--- src/rtl/brup_pkg.sv ---
package brup_pkg;

    localparam int REF_DIV_W  = 6;
    localparam int FB_DIV_W   = 12;
    localparam int POST_DIV_W = 3;
    localparam int OUT_EN_W   = 4;

    localparam logic [1:0] ERR_NONE = 2'd0;
    localparam logic [1:0] ERR_PLL  = 2'd1;
    localparam logic [1:0] ERR_MPLL = 2'd2;

    typedef enum logic [3:0] {
        ST_IDLE,
        ST_CFG,
        ST_PROG,
        ST_PLL_ON,
        ST_PLL_WAIT,
        ST_HOLD,
        ST_SETTLE,
        ST_MPLL_WAIT,
        ST_UP,
        ST_FAIL_HOLD,
        ST_FAULT
    } state_t;

endpackage

--- src/rtl/brup_lock_poll.sv ---
module brup_lock_poll #(
    parameter int POLL_CYC  = 480,
    parameter int MAX_POLLS = 25000
) (
    input  logic clk,
    input  logic rst_n,
    input  logic run_i,
    input  logic lock_i,
    output logic hit_o,
    output logic expire_o
);
    localparam int PW = $clog2(POLL_CYC + 1);
    localparam int NW = $clog2(MAX_POLLS + 1);
    localparam logic [PW-1:0] TICK_LAST = PW'(POLL_CYC - 1);
    localparam logic [NW-1:0] POLL_LAST = NW'(MAX_POLLS - 1);

    typedef struct packed {
        logic [PW-1:0] tick;
        logic [NW-1:0] polls;
    } poll_t;

    poll_t p_d, p_q;
    logic  sample;

    assign sample   = run_i && (p_q.tick == TICK_LAST);
    assign hit_o    = sample && lock_i;
    assign expire_o = sample && !lock_i && (p_q.polls == POLL_LAST);

    always_comb begin
        p_d = p_q;
        if (!run_i) begin
            p_d = '0;
        end else if (sample) begin
            p_d.tick  = '0;
            p_d.polls = p_q.polls + 1'b1;
        end else begin
            p_d.tick = p_q.tick + 1'b1;
        end
    end

    always_ff @(posedge clk or negedge rst_n) begin
        if (!rst_n) p_q <= '0;
        else        p_q <= p_d;
    end

    AST_TICK_IN_RANGE: assert property (@(posedge clk) disable iff (!rst_n)
        p_q.tick <= TICK_LAST);
    AST_POLLS_BOUNDED: assert property (@(posedge clk) disable iff (!rst_n)
        run_i |-> (p_q.polls <= POLL_LAST));

endmodule

--- src/rtl/brup_delay.sv ---
module brup_delay #(
    parameter int W = 16
) (
    input  logic         clk,
    input  logic         rst_n,
    input  logic         load_i,
    input  logic [W-1:0] load_val_i,
    output logic         zero_o
);
    logic [W-1:0] cnt_d, cnt_q;

    assign zero_o = (cnt_q == '0);

    always_comb begin
        cnt_d = cnt_q;
        if (load_i)        cnt_d = load_val_i;
        else if (!zero_o)  cnt_d = cnt_q - 1'b1;
    end

    always_ff @(posedge clk or negedge rst_n) begin
        if (!rst_n) cnt_q <= '0;
        else        cnt_q <= cnt_d;
    end

    AST_DELAY_COUNTS_DOWN: assert property (@(posedge clk) disable iff (!rst_n)
        (!load_i && !zero_o) |=> (cnt_q == $past(cnt_q) - 1'b1));

endmodule

--- src/rtl/pcie_rp_bringup.sv ---
module pcie_rp_bringup
    import brup_pkg::*;
#(
    parameter int POLL_CYC       = 480,
    parameter int MAX_POLLS      = 25000,
    parameter int PERST_HOLD_CYC = 2400000,
    parameter int SETTLE_CYC     = 24000,
    parameter int FAIL_HOLD_CYC  = 24000,
    parameter logic [5:0]  REF_DIV_VAL = 6'd0,
    parameter logic [11:0] FB_DIV_VAL  = 12'h032,
    parameter logic [2:0]  POST_A_VAL  = 3'd2,
    parameter logic [2:0]  POST_B_VAL  = 3'd2,
    parameter logic [3:0]  OUT_EN_VAL  = 4'hC
) (
    input  logic        clk,
    input  logic        rst_n,
    input  logic        start_i,
    input  logic        ep_mode_i,
    input  logic        pll_lock_i,
    input  logic        mpll_lock_i,
    output logic        sram_bypass_o,
    output logic        rc_mode_o,
    output logic [5:0]  pll_ref_div_o,
    output logic [11:0] pll_fb_div_o,
    output logic [2:0]  pll_post_a_o,
    output logic [2:0]  pll_post_b_o,
    output logic        pll_en_o,
    output logic [3:0]  pll_out_en_o,
    output logic        core_rst_n_o,
    output logic        perst_n_o,
    output logic        ltssm_en_o,
    output logic        done_o,
    output logic        err_o,
    output logic [1:0]  err_code_o
);
    localparam int MAX_AB = (PERST_HOLD_CYC > SETTLE_CYC) ? PERST_HOLD_CYC : SETTLE_CYC;
    localparam int MAX_D  = (MAX_AB > FAIL_HOLD_CYC) ? MAX_AB : FAIL_HOLD_CYC;
    localparam int TW     = $clog2(MAX_D + 1);
    localparam logic [TW-1:0] HOLD_LD   = TW'(PERST_HOLD_CYC - 1);
    localparam logic [TW-1:0] SETTLE_LD = TW'(SETTLE_CYC - 1);
    localparam logic [TW-1:0] FAIL_LD   = TW'(FAIL_HOLD_CYC - 1);

    typedef struct packed {
        state_t                  state;
        logic                    ep;
        logic                    sram;
        logic                    rc;
        logic [REF_DIV_W-1:0]    ref_div;
        logic [FB_DIV_W-1:0]     fb_div;
        logic [POST_DIV_W-1:0]   post_a;
        logic [POST_DIV_W-1:0]   post_b;
        logic                    pll_en;
        logic [OUT_EN_W-1:0]     out_en;
        logic                    core_rst_n;
        logic                    perst_n;
        logic                    ltssm;
        logic                    done;
        logic                    err;
        logic [1:0]              code;
    } seq_t;

    seq_t          r_d, r_q;
    logic          tmr_load;
    logic [TW-1:0] tmr_val;
    logic          tmr_zero;
    logic          poll_run, poll_lock, poll_hit, poll_expire;

    assign poll_run  = (r_q.state == ST_PLL_WAIT) || (r_q.state == ST_MPLL_WAIT);
    assign poll_lock = (r_q.state == ST_PLL_WAIT) ? pll_lock_i : mpll_lock_i;

    brup_lock_poll #(
        .POLL_CYC  (POLL_CYC),
        .MAX_POLLS (MAX_POLLS)
    ) poll_i (
        .clk      (clk),
        .rst_n    (rst_n),
        .run_i    (poll_run),
        .lock_i   (poll_lock),
        .hit_o    (poll_hit),
        .expire_o (poll_expire)
    );

    brup_delay #(
        .W (TW)
    ) delay_i (
        .clk        (clk),
        .rst_n      (rst_n),
        .load_i     (tmr_load),
        .load_val_i (tmr_val),
        .zero_o     (tmr_zero)
    );

    always_comb begin
        r_d      = r_q;
        tmr_load = 1'b0;
        tmr_val  = '0;
        if (start_i) begin
            r_d       = '0;
            r_d.ep    = ep_mode_i;
            r_d.state = ST_CFG;
        end else begin
            unique case (r_q.state)
                ST_CFG: begin
                    r_d.sram  = 1'b1;
                    r_d.rc    = !r_q.ep;
                    r_d.state = ST_PROG;
                end
                ST_PROG: begin
                    r_d.ref_div = REF_DIV_VAL;
                    r_d.fb_div  = FB_DIV_VAL;
                    r_d.post_a  = POST_A_VAL;
                    r_d.post_b  = POST_B_VAL;
                    r_d.state   = ST_PLL_ON;
                end
                ST_PLL_ON: begin
                    r_d.pll_en = 1'b1;
                    r_d.out_en = OUT_EN_VAL;
                    r_d.state  = ST_PLL_WAIT;
                end
                ST_PLL_WAIT: begin
                    if (poll_hit) begin
                        r_d.core_rst_n = 1'b1;
                        r_d.state      = ST_HOLD;
                        tmr_load       = 1'b1;
                        tmr_val        = HOLD_LD;
                    end else if (poll_expire) begin
                        r_d.err   = 1'b1;
                        r_d.code  = ERR_PLL;
                        r_d.state = ST_FAULT;
                    end
                end
                ST_HOLD: begin
                    if (tmr_zero) begin
                        r_d.perst_n = 1'b1;
                        r_d.state   = ST_SETTLE;
                        tmr_load    = 1'b1;
                        tmr_val     = SETTLE_LD;
                    end
                end
                ST_SETTLE: begin
                    if (tmr_zero) begin
                        if (r_q.ep) begin
                            r_d.done  = 1'b1;
                            r_d.state = ST_UP;
                        end else begin
                            r_d.state = ST_MPLL_WAIT;
                        end
                    end
                end
                ST_MPLL_WAIT: begin
                    if (poll_hit) begin
                        r_d.ltssm = 1'b1;
                        r_d.done  = 1'b1;
                        r_d.state = ST_UP;
                    end else if (poll_expire) begin
                        r_d.perst_n = 1'b0;
                        r_d.state   = ST_FAIL_HOLD;
                        tmr_load    = 1'b1;
                        tmr_val     = FAIL_LD;
                    end
                end
                ST_FAIL_HOLD: begin
                    if (tmr_zero) begin
                        r_d.err   = 1'b1;
                        r_d.code  = ERR_MPLL;
                        r_d.state = ST_FAULT;
                    end
                end
                default: r_d.state = r_q.state;
            endcase
        end
    end

    always_ff @(posedge clk or negedge rst_n) begin
        if (!rst_n) r_q <= '0;
        else        r_q <= r_d;
    end

    assign sram_bypass_o = r_q.sram;
    assign rc_mode_o     = r_q.rc;
    assign pll_ref_div_o = r_q.ref_div;
    assign pll_fb_div_o  = r_q.fb_div;
    assign pll_post_a_o  = r_q.post_a;
    assign pll_post_b_o  = r_q.post_b;
    assign pll_en_o      = r_q.pll_en;
    assign pll_out_en_o  = r_q.out_en;
    assign core_rst_n_o  = r_q.core_rst_n;
    assign perst_n_o     = r_q.perst_n;
    assign ltssm_en_o    = r_q.ltssm;
    assign done_o        = r_q.done;
    assign err_o         = r_q.err;
    assign err_code_o    = r_q.code;

    // Cycles the core has been out of reset while PERST# is still asserted.
    localparam int HW = $clog2(PERST_HOLD_CYC + 2);
    logic [HW-1:0] hold_seen_q;
    always_ff @(posedge clk or negedge rst_n) begin
        if (!rst_n)                                 hold_seen_q <= '0;
        else if (!(core_rst_n_o && !perst_n_o))     hold_seen_q <= '0;
        else if (hold_seen_q != {HW{1'b1}})         hold_seen_q <= hold_seen_q + 1'b1;
    end

    AST_CFG_BEFORE_PLL: assert property (@(posedge clk) disable iff (!rst_n)
        pll_en_o |-> sram_bypass_o);
    AST_CORE_AFTER_LOCK: assert property (@(posedge clk) disable iff (!rst_n)
        $rose(core_rst_n_o) |-> $past(pll_lock_i));
    AST_PLL_TIMEOUT_HOLDS_RESET: assert property (@(posedge clk) disable iff (!rst_n)
        (err_o && err_code_o == ERR_PLL) |-> (!core_rst_n_o && !perst_n_o));
    AST_PERST_MIN_HOLD: assert property (@(posedge clk) disable iff (!rst_n)
        $rose(perst_n_o) |-> (hold_seen_q >= HW'(PERST_HOLD_CYC)));
    AST_LTSSM_AFTER_MPLL: assert property (@(posedge clk) disable iff (!rst_n)
        $rose(ltssm_en_o) |-> $past(mpll_lock_i));
    AST_LTSSM_LINK_READY: assert property (@(posedge clk) disable iff (!rst_n)
        ltssm_en_o |-> (perst_n_o && core_rst_n_o));
    AST_MPLL_FAIL_PERST: assert property (@(posedge clk) disable iff (!rst_n)
        (err_o && err_code_o == ERR_MPLL) |-> !perst_n_o);
    AST_EP_NO_LTSSM: assert property (@(posedge clk) disable iff (!rst_n)
        r_q.ep |-> !ltssm_en_o);
    AST_DONE_ERR_EXCL: assert property (@(posedge clk) disable iff (!rst_n)
        !(done_o && err_o));
    AST_FLAGS_STICKY: assert property (@(posedge clk) disable iff (!rst_n)
        (!start_i && (done_o || err_o)) |=> ($stable(done_o) && $stable(err_o) && $stable(err_code_o)));

endmodule

--- config.mk ---
export PLATFORM = sky130hd
export DESIGN_NAME = pcie_rp_bringup
export DESIGN_NICKNAME = d
export VERILOG_FILES = /design/src/rtl/brup_pkg.sv /design/src/rtl/brup_lock_poll.sv /design/src/rtl/brup_delay.sv /design/src/rtl/pcie_rp_bringup.sv
export SDC_FILE = /design/constraint.sdc
export NUM_CORES = 1
export LEC_CHECK = 0
export BUFFER_PORTS_ARGS = -buffer_cell sky130_fd_sc_hd__buf_2
export CAP_MARGIN = 40
export CORE_ASPECT_RATIO = 1.5
export CORE_MARGIN = 2
export CORE_UTILIZATION = 58
export CTS_CLUSTER_SIZE = 40
export DETAILED_ROUTE_END_ITERATION = 10
export HOLD_SLACK_MARGIN = 0.05
export PLACE_DENSITY = 0.86
export SYNTH_ARGS = -nofsm -noshare
export SYNTH_HDL_FRONTEND = slang
export SYNTH_SLANG_ARGS = --single-unit
--- constraint.sdc ---
create_clock -name clk -period 3.6 [get_ports clk]
set_input_delay 0.54 -clock clk [delete_from_list [all_inputs] [get_ports clk]]
set_output_delay 0.54 -clock clk [all_outputs]
set_load 0.01 [all_outputs]
==> results of run 1 <==
==> where the power goes <==
part	switching [mW]	total (mW)	internal (mW)
clock network	0.262	0.684	0.421
registers	0.0744	0.808	0.734
logic	0.208	0.344	0.136
==> worst max-delay path: stages, from the launching register on <==
cell	delay, ns
dfrtp_1	0.42
or4_1	0.53
or4_4	0.53
or4_4	0.54
a31o_4	0.35
a21oi_1	0.20
nor2_1	0.07
==> flip-flops by register name (all words and copies together), names as in the netlist, 2 cells and up <==
| signal | count |
|---|---|
| delay_i.cnt_q | 22 |
| err_code_o | 2 |
| poll_i.p_q | 24 |
| r_q | 5 |
==> logic make-up (layout without fill, tap and decap cells) <==
kind of cell | count (synthesis) | in the layout | share of synthesized area, %
DFF | 62 | 62 | 43.85
xor gates and xnor gates | 39 | 39 | 9.654
and+or+nand+nor | 174 | 174 | 25.92
buffers and inverters | 50 | 52 | 8.699
muxes | 2 | 2 | 0.6364
adders and majority gates | 4 | 4 | 1.414
AOI/OAI and AO/OA | 49 | 49 | 9.724
other | 1 | 21 | 0.1060
==> synthesized netlist by cell type, types with 6 or more instances <==
library cell,number,area [µm²]
a21oi_1,17,85.08
buf_4,30,225.2
clkbuf_1,10,37.54
dfrtp_1,62,1551
inv_1,9,33.78
nand2_1,29,108.9
nand2_2,8,50.05
nand2b_1,7,43.79
nand3_1,17,85.08
nand4_1,7,43.79
nand4b_1,6,52.55
nor2_1,51,191.4
nor3_1,7,35.03
nor4_1,9,56.30
o21ai_0,7,35.03
or3_1,8,50.05
xnor2_1,13,113.9
xor2_1,26,227.7
==> cell type report <==
type / instances / area [µm²] / share of cell area (%)
clock buffers: 11 / 151.4 / 3.957
clock inverters: 4 / 70.07 / 1.831
inverters: 9 / 33.78 / 0.8829
multi-input cells: 289 / 1754 / 45.85
flip-flops and latches: 62 / 1551 / 40.55
well taps: 72 / 90.09 / 2.354
repair buffers: 28 / 175.2 / 4.578
==> layer usage <==
| metal | part of all wire, % | routed length, µm |
|---|---|---|
| met2 | 55 | 4123 |
| met1 | 39 | 2937 |
| met4 | 2.3 | 176 |
| met3 | 3.6 | 272 |
| met5 | 0 | 0 |
==> metrics by stage <==
step / area, µm² / power [mW] / hold WS [ns]
after floorplan: 3613 / 1.097 / 0.2444
after global placement: 3577 / 1.152 / 0.4577
after detailed placement: 3605 / 1.161 / 0.4690
after CTS: 3826 / 1.841 / 0.1622
after global routing: 3826 / 1.931 / 0.1820
final: 3826 / 1.836 / 0.1568
==> worst paths after layout <==
kind                                                start                             to  slack (ns)
worst max-delay path            poll_i.p_q[4]$_DFFE_PN0P_  delay_i.cnt_q[18]$_DFFE_PN0P_        0.85
worst min-delay path                                rst_n   delay_i.cnt_q[1]$_DFFE_PN0P_        0.16
worst max register to register  poll_i.p_q[4]$_DFFE_PN0P_  delay_i.cnt_q[18]$_DFFE_PN0P_        0.85
worst min register to register   poll_i.p_q[15]$_DFF_PN0_       poll_i.p_q[15]$_DFF_PN0_        0.48
max in group asynchronous                           rst_n       poll_i.p_q[17]$_DFF_PN0_        2.72
min in group clk                                ep_mode_i            r_q[38]$_DFFE_PN0P_        0.44
==> flow_metrics.env, run 1 <==
export IMPL_ios=44
export IMPL_overflow=0
export IMPL_synth_yosys_seq_area_share_pct=43.85
export IMPL_placedCellCount=460
export IMPL_maxCapViolCount=0
export IMPL_post_cts_buffers=0
export IMPL_first_iter_violations=185
export IMPL_vdd_drop_max_uv=287.3
export IMPL_globalRouteMet3Util_pct=5.543
export IMPL_skew_ns=0.01031
export IMPL_end_kind="register"
export IMPL_max_clock_freq_mhz=363.9
export IMPL_die_area_mm2=0.006754
export IMPL_setup_slack_ns=0.8520
export IMPL_cts_root_buf="clkbuf_8"
export IMPL_globalplace_congestion=0.9096
export IMPL_leakagePower_nw=1.586
export IMPL_hp_class="in -> async"
export IMPL_avgViaCountPerCell=5.840
export IMPL_finalNonFillerCells=475
export IMPL_die_width_um=67.78
export IMPL_synth_edff_count=0
export IMPL_cts_buffer_depth=2
export IMPL_status="completed"
export IMPL_synth_distinct_cells=52
export IMPL_cts_sinks=62
export IMPL_period_needed_ns=2.748
export IMPL_wire_per_inst_um=15.81
export IMPL_arrival_ns=2.98
export IMPL_dp_slack_ns=0.9271
export IMPL_fin_tns_setup_ns=0
export IMPL_antenna_cells=0
export IMPL_grt_pass1_wl_um=12380
export IMPL_clkLatencyLatePin_ns=0.34
export IMPL_dp_hpwl_um=5494
export IMPL_grt_usage_pct=24.12
export IMPL_crit_path_start_kind="register"
export IMPL_clk_pin_slew_ns=0.07
export IMPL_syn_cell_area_mm2=0.003538
export IMPL_drc_errors=0
export IMPL_ant_nets=0
export IMPL_synth_ff_type="dfrtp_1"
export IMPL_fillers=489
export IMPL_drive_above_1_share_pct=14.89
export IMPL_finalCritPeriodShare_pct=76.33
export IMPL_grt_use_met2_pct=42.16
export IMPL_syn2layout_area_growth_pct=8.133
export IMPL_worstPathRequired_ns=3.83
export IMPL_totalWireLength_um=7510
export IMPL_synthCells=381
export IMPL_busiest_layer="met2"
export IMPL_core_mm2=0.005828
export IMPL_yosysWarnings=0
export IMPL_finalSetupViolCount=0
export IMPL_rsz0062_at_grt="no"
export IMPL_grt_max_degree=24
export IMPL_num_vias=2774
export IMPL_worstSetupPathType="reg -> reg"
export IMPL_slew_headroom_pct=39.78
export IMPL_synth_area_per_cell_um2=9.287
export IMPL_slew_violations=0
export IMPL_antenna_found_initial=0
export IMPL_use_met1_pct=27.39
export IMPL_start_util_pct=60.71
export IMPL_reg2regPathDepth=6
export IMPL_cts_hold_buf=0
export IMPL_cts_resized=0
export IMPL_numCtsBuffers=9
export IMPL_cts_tree="built"
export IMPL_finalHoldViolations=0
export IMPL_htreeDepth=3
export IMPL_cp_max_fo=13
export IMPL_io_buffers=22
export IMPL_die_h_um=99.66
export IMPL_grt_pass1_vias=2720
export IMPL_synth_seq_cells=62
export IMPL_std_cell_rows=34
export IMPL_firstDrtPassIters=4
export IMPL_final_core_util_pct=65.65
export IMPL_tightest_slew_ns=0.8951
export IMPL_nNetsFinal=409
export IMPL_final_common_cell="dfrtp_1"
export IMPL_mostFrequentLayoutCells="dfrtp_1 (62), nor2_1 (51), nand2_1 (29), xor2_1 (26), buf_2 (22)"
export IMPL_synthArstFlopShare_pct=100.0
export IMPL_power_density_mw_per_mm2=479.8
Power figures use the tool's default switching activity.
==> run 2, diff against run 1 <==
- ABC_AREA: unset -> 1
- CORE_UTILIZATION: 58 -> 53
- PLACE_DENSITY: 0.86 -> 0.82
- clock period: 3.6 -> 2.33 ns (I/O delays scaled with it)
==> flow_metrics.env, run 2 <==
export IMPL_cp_cell_sequence="ha_1, nand3_1, nor2_2, nand3_2, nor2_8, nand3_1, nand2_1, nand2_2, nand2_1, nor2_1"
export IMPL_top_regs="poll_i.p_q (24), delay_i.cnt_q (22), r_q (5)"
export IMPL_fillers=666
export IMPL_std_cell_rows=38
export IMPL_numCtsBuffers=9
export IMPL_grt_pass1_vias=3322
export IMPL_htreeDepth=3
export IMPL_die_area_mm2=0.008092
export IMPL_core_mm2=0.007179
export IMPL_clk_pin_slew_ns=0.08
export IMPL_totalWireLength_um=8734
export IMPL_status="completed"
export IMPL_power_density_mw_per_mm2=696.9
export IMPL_slew_violations=0
export IMPL_yosysWarnings=0
export IMPL_synth_seq_cells=62
export IMPL_finalPower_mw=2.906
export IMPL_nNetsFinal=543
export IMPL_firstDrtPassIters=5
export IMPL_clkLatencyLatePin_ns=0.35
export IMPL_crit_path_start="poll_i.p_q[15]$_DFF_PN0_"
export IMPL_worstPathRequired_ns=2.56
export IMPL_max_clock_freq_mhz=487.8
export IMPL_finalSetupViolCount=0
export IMPL_timing_rr_start="poll_i.p_q[15]$_DFF_PN0_"
export IMPL_rrSetupSlack_ns=0.28
export IMPL_crit_path_top_delay_cell="dfrtp_1"
export IMPL_overflow=0
export IMPL_grt_pass1_wl_um=15100
export IMPL_crit_path_start_kind="register"
export IMPL_synthArstFlopShare_pct=100.0
export IMPL_post_cts_buffers=0
export IMPL_grt_usage_pct=24.21
export IMPL_end_kind="register"
export IMPL_synth_top_area_cell="dfrtp_1"
export IMPL_place_area_mm2=0.003986
export IMPL_synthCells=512
export IMPL_yosys_top_cells_area="dfrtp_1 (40%), nand2_1 (9.9%), nor2_1 (7.1%)"
export IMPL_maxCapViolCount=0
export IMPL_syn_cell_area_mm2=0.003909
export IMPL_largest_reg_flops=24
export IMPL_num_vias=3401
export IMPL_start_util_pct=54.44
export IMPL_slew_headroom_pct=62.62
export IMPL_die_width_um=74.12
export IMPL_synth_common_cells="nand2_1 (103), nor2_1 (74), dfrtp_1 (62)"
export IMPL_synth_area_per_cell_um2=7.634
export IMPL_synth_ff_type="dfrtp_1"
export IMPL_wire_per_inst_um=13.69
export IMPL_vdd_drop_max_uv=480.3
export IMPL_worstSetupPathType="reg -> reg"
export IMPL_stdcell_area_mm2=0.004170
export IMPL_dp_hpwl_um=6557
export IMPL_r2r_end="delay_i.cnt_q[16]$_DFFE_PN0P_"
export IMPL_cts_root_buf="clkbuf_8"
export IMPL_syn2layout_area_growth_pct=6.690
export IMPL_arrival_ns=2.28
export IMPL_antenna_cells=0
export IMPL_regMostFlops="poll_i.p_q"
export IMPL_cp_max_fo=18
export IMPL_synth_distinct_cells=45
export IMPL_antenna_found_initial=0
export IMPL_cpPeakStageDelay_ns=0.38
export IMPL_globalplace_congestion=0.9414
export IMPL_fin_tns_setup_ns=0
export IMPL_leakagePower_nw=1.972
export IMPL_tightest_slew_ns=0.5608
export IMPL_synth_most_common_cell="nand2_1"
export IMPL_grt_max_degree=26
export IMPL_io_buffers=22
export IMPL_crit_end="delay_i.cnt_q[16]$_DFFE_PN0P_"
export IMPL_period_needed_ns=2.050
export IMPL_die_h_um=109.2
export IMPL_ios=44
export IMPL_finalHoldViolations=0
export IMPL_synth_yosys_seq_area_share_pct=39.69
export IMPL_cts_tree="built"
export IMPL_synth_edff_count=0
export IMPL_avgViaCountPerCell=5.331
export IMPL_drive_above_1_share_pct=15.61
export IMPL_finalCritPeriodShare_pct=87.99
export IMPL_cts_buffer_depth=2
export IMPL_reg2regPathDepth=10
export IMPL_final_common_cell="nand2_1"
export IMPL_hp_class="in -> reg"
export IMPL_mostFrequentLayoutCells="nand2_1 (103), nor2_1 (74), dfrtp_1 (62), inv_1 (53), nand3_1 (26)"
export IMPL_drc_errors=0
export IMPL_skew_ns=0.01751
export IMPL_ant_nets=0
export IMPL_first_iter_violations=275
export IMPL_rsz0062_at_grt="no"
export IMPL_synth_top_cell_area_share_pct=39.69
export IMPL_cts_sinks=62
## run 2: cell type report
type	count	area, µm²	area share, %
Clock buffer	9	123.9	2.970
Clock inverter	7	50.05	1.200
Inverter	60	227.7	5.461
Multi-Input combinational cell	371	1927	46.20
Sequential cell	62	1551	37.20
Tap cell	100	125.1	3.000
Timing Repair Buffer	29	165.2	3.960
## run 2: logic make-up (layout without fill, tap and decap cells)
kind of cell,Yosys count,in the layout,synth area share (%)
flops,62,62,39.69
other cells,1,21,0.09594
xor+xnor,13,13,2.913
simple gates,278,278,34.57
compound gates,54,54,8.227
fa+ha+maj,4,4,1.280
mux,1,1,0.2881
buf+inv,99,105,12.93
## run 2: where the power goes
part	total, mW	switching, mW	internal [mW]
Sequential	1.26	0.101	1.15
Combinational	0.808	0.537	0.270
Clock	0.843	0.457	0.386
Total	2.91	1.10	1.81
## run 2: per-layer routing
layer / routed length, µm / share of wire (%) / GRT usage [%]
met5: 0 / 0 / 0
met4: 229 / 2.6 / 11.69
met3: 353 / 4.0 / 4.344
met2: 4644 / 53 / 41.14
met1: 3507 / 40 / 29.00
## run 2: worst min-delay path by stage
stage               startpoint                       end  slack, ns  depth (start not counted)
floorplan                rst_n  core_rst_n_o$_DFFE_PN0P_       0.05                          0
global placement         rst_n         err_o$_DFFE_PN0P_       0.38                          1
detailed placement       rst_n         err_o$_DFFE_PN0P_       0.37                          1
CTS                  ep_mode_i       r_q[38]$_DFFE_PN0P_       0.22                          3
global route         ep_mode_i       r_q[38]$_DFFE_PN0P_       0.24                          3
finish               ep_mode_i       r_q[38]$_DFFE_PN0P_       0.23                          3
## run 2: timing repair
action,in CTS,in global routing
hold buffers,1,0
hold endpoints to repair,22,0
gates resized for setup,0,0
## run 2: worst max-delay path, delay by kind of cell (launching register included)
family,cells,cell delay [ns]
adder cells (fa/ha/maj),1,0.22
flip-flops,1,0.38
AND/OR/NAND/NOR,9,1.32
## run 2: through the flow
stage | worst slack, ns | hold slack, ns | cells | util [%]
global placement | 0.4298 | 0.3815 | 621 | 55.52
CTS | 0.2721 | 0.2215 | 638 | 58.09
finish | 0.2799 | 0.2282 | 638 | 58.09
detailed placement | 0.2872 | 0.3744 | 621 | 55.52
floorplan | 0.6436 | 0.05391 | 532 | -
global route | 0.08037 | 0.2419 | 638 | 58.09
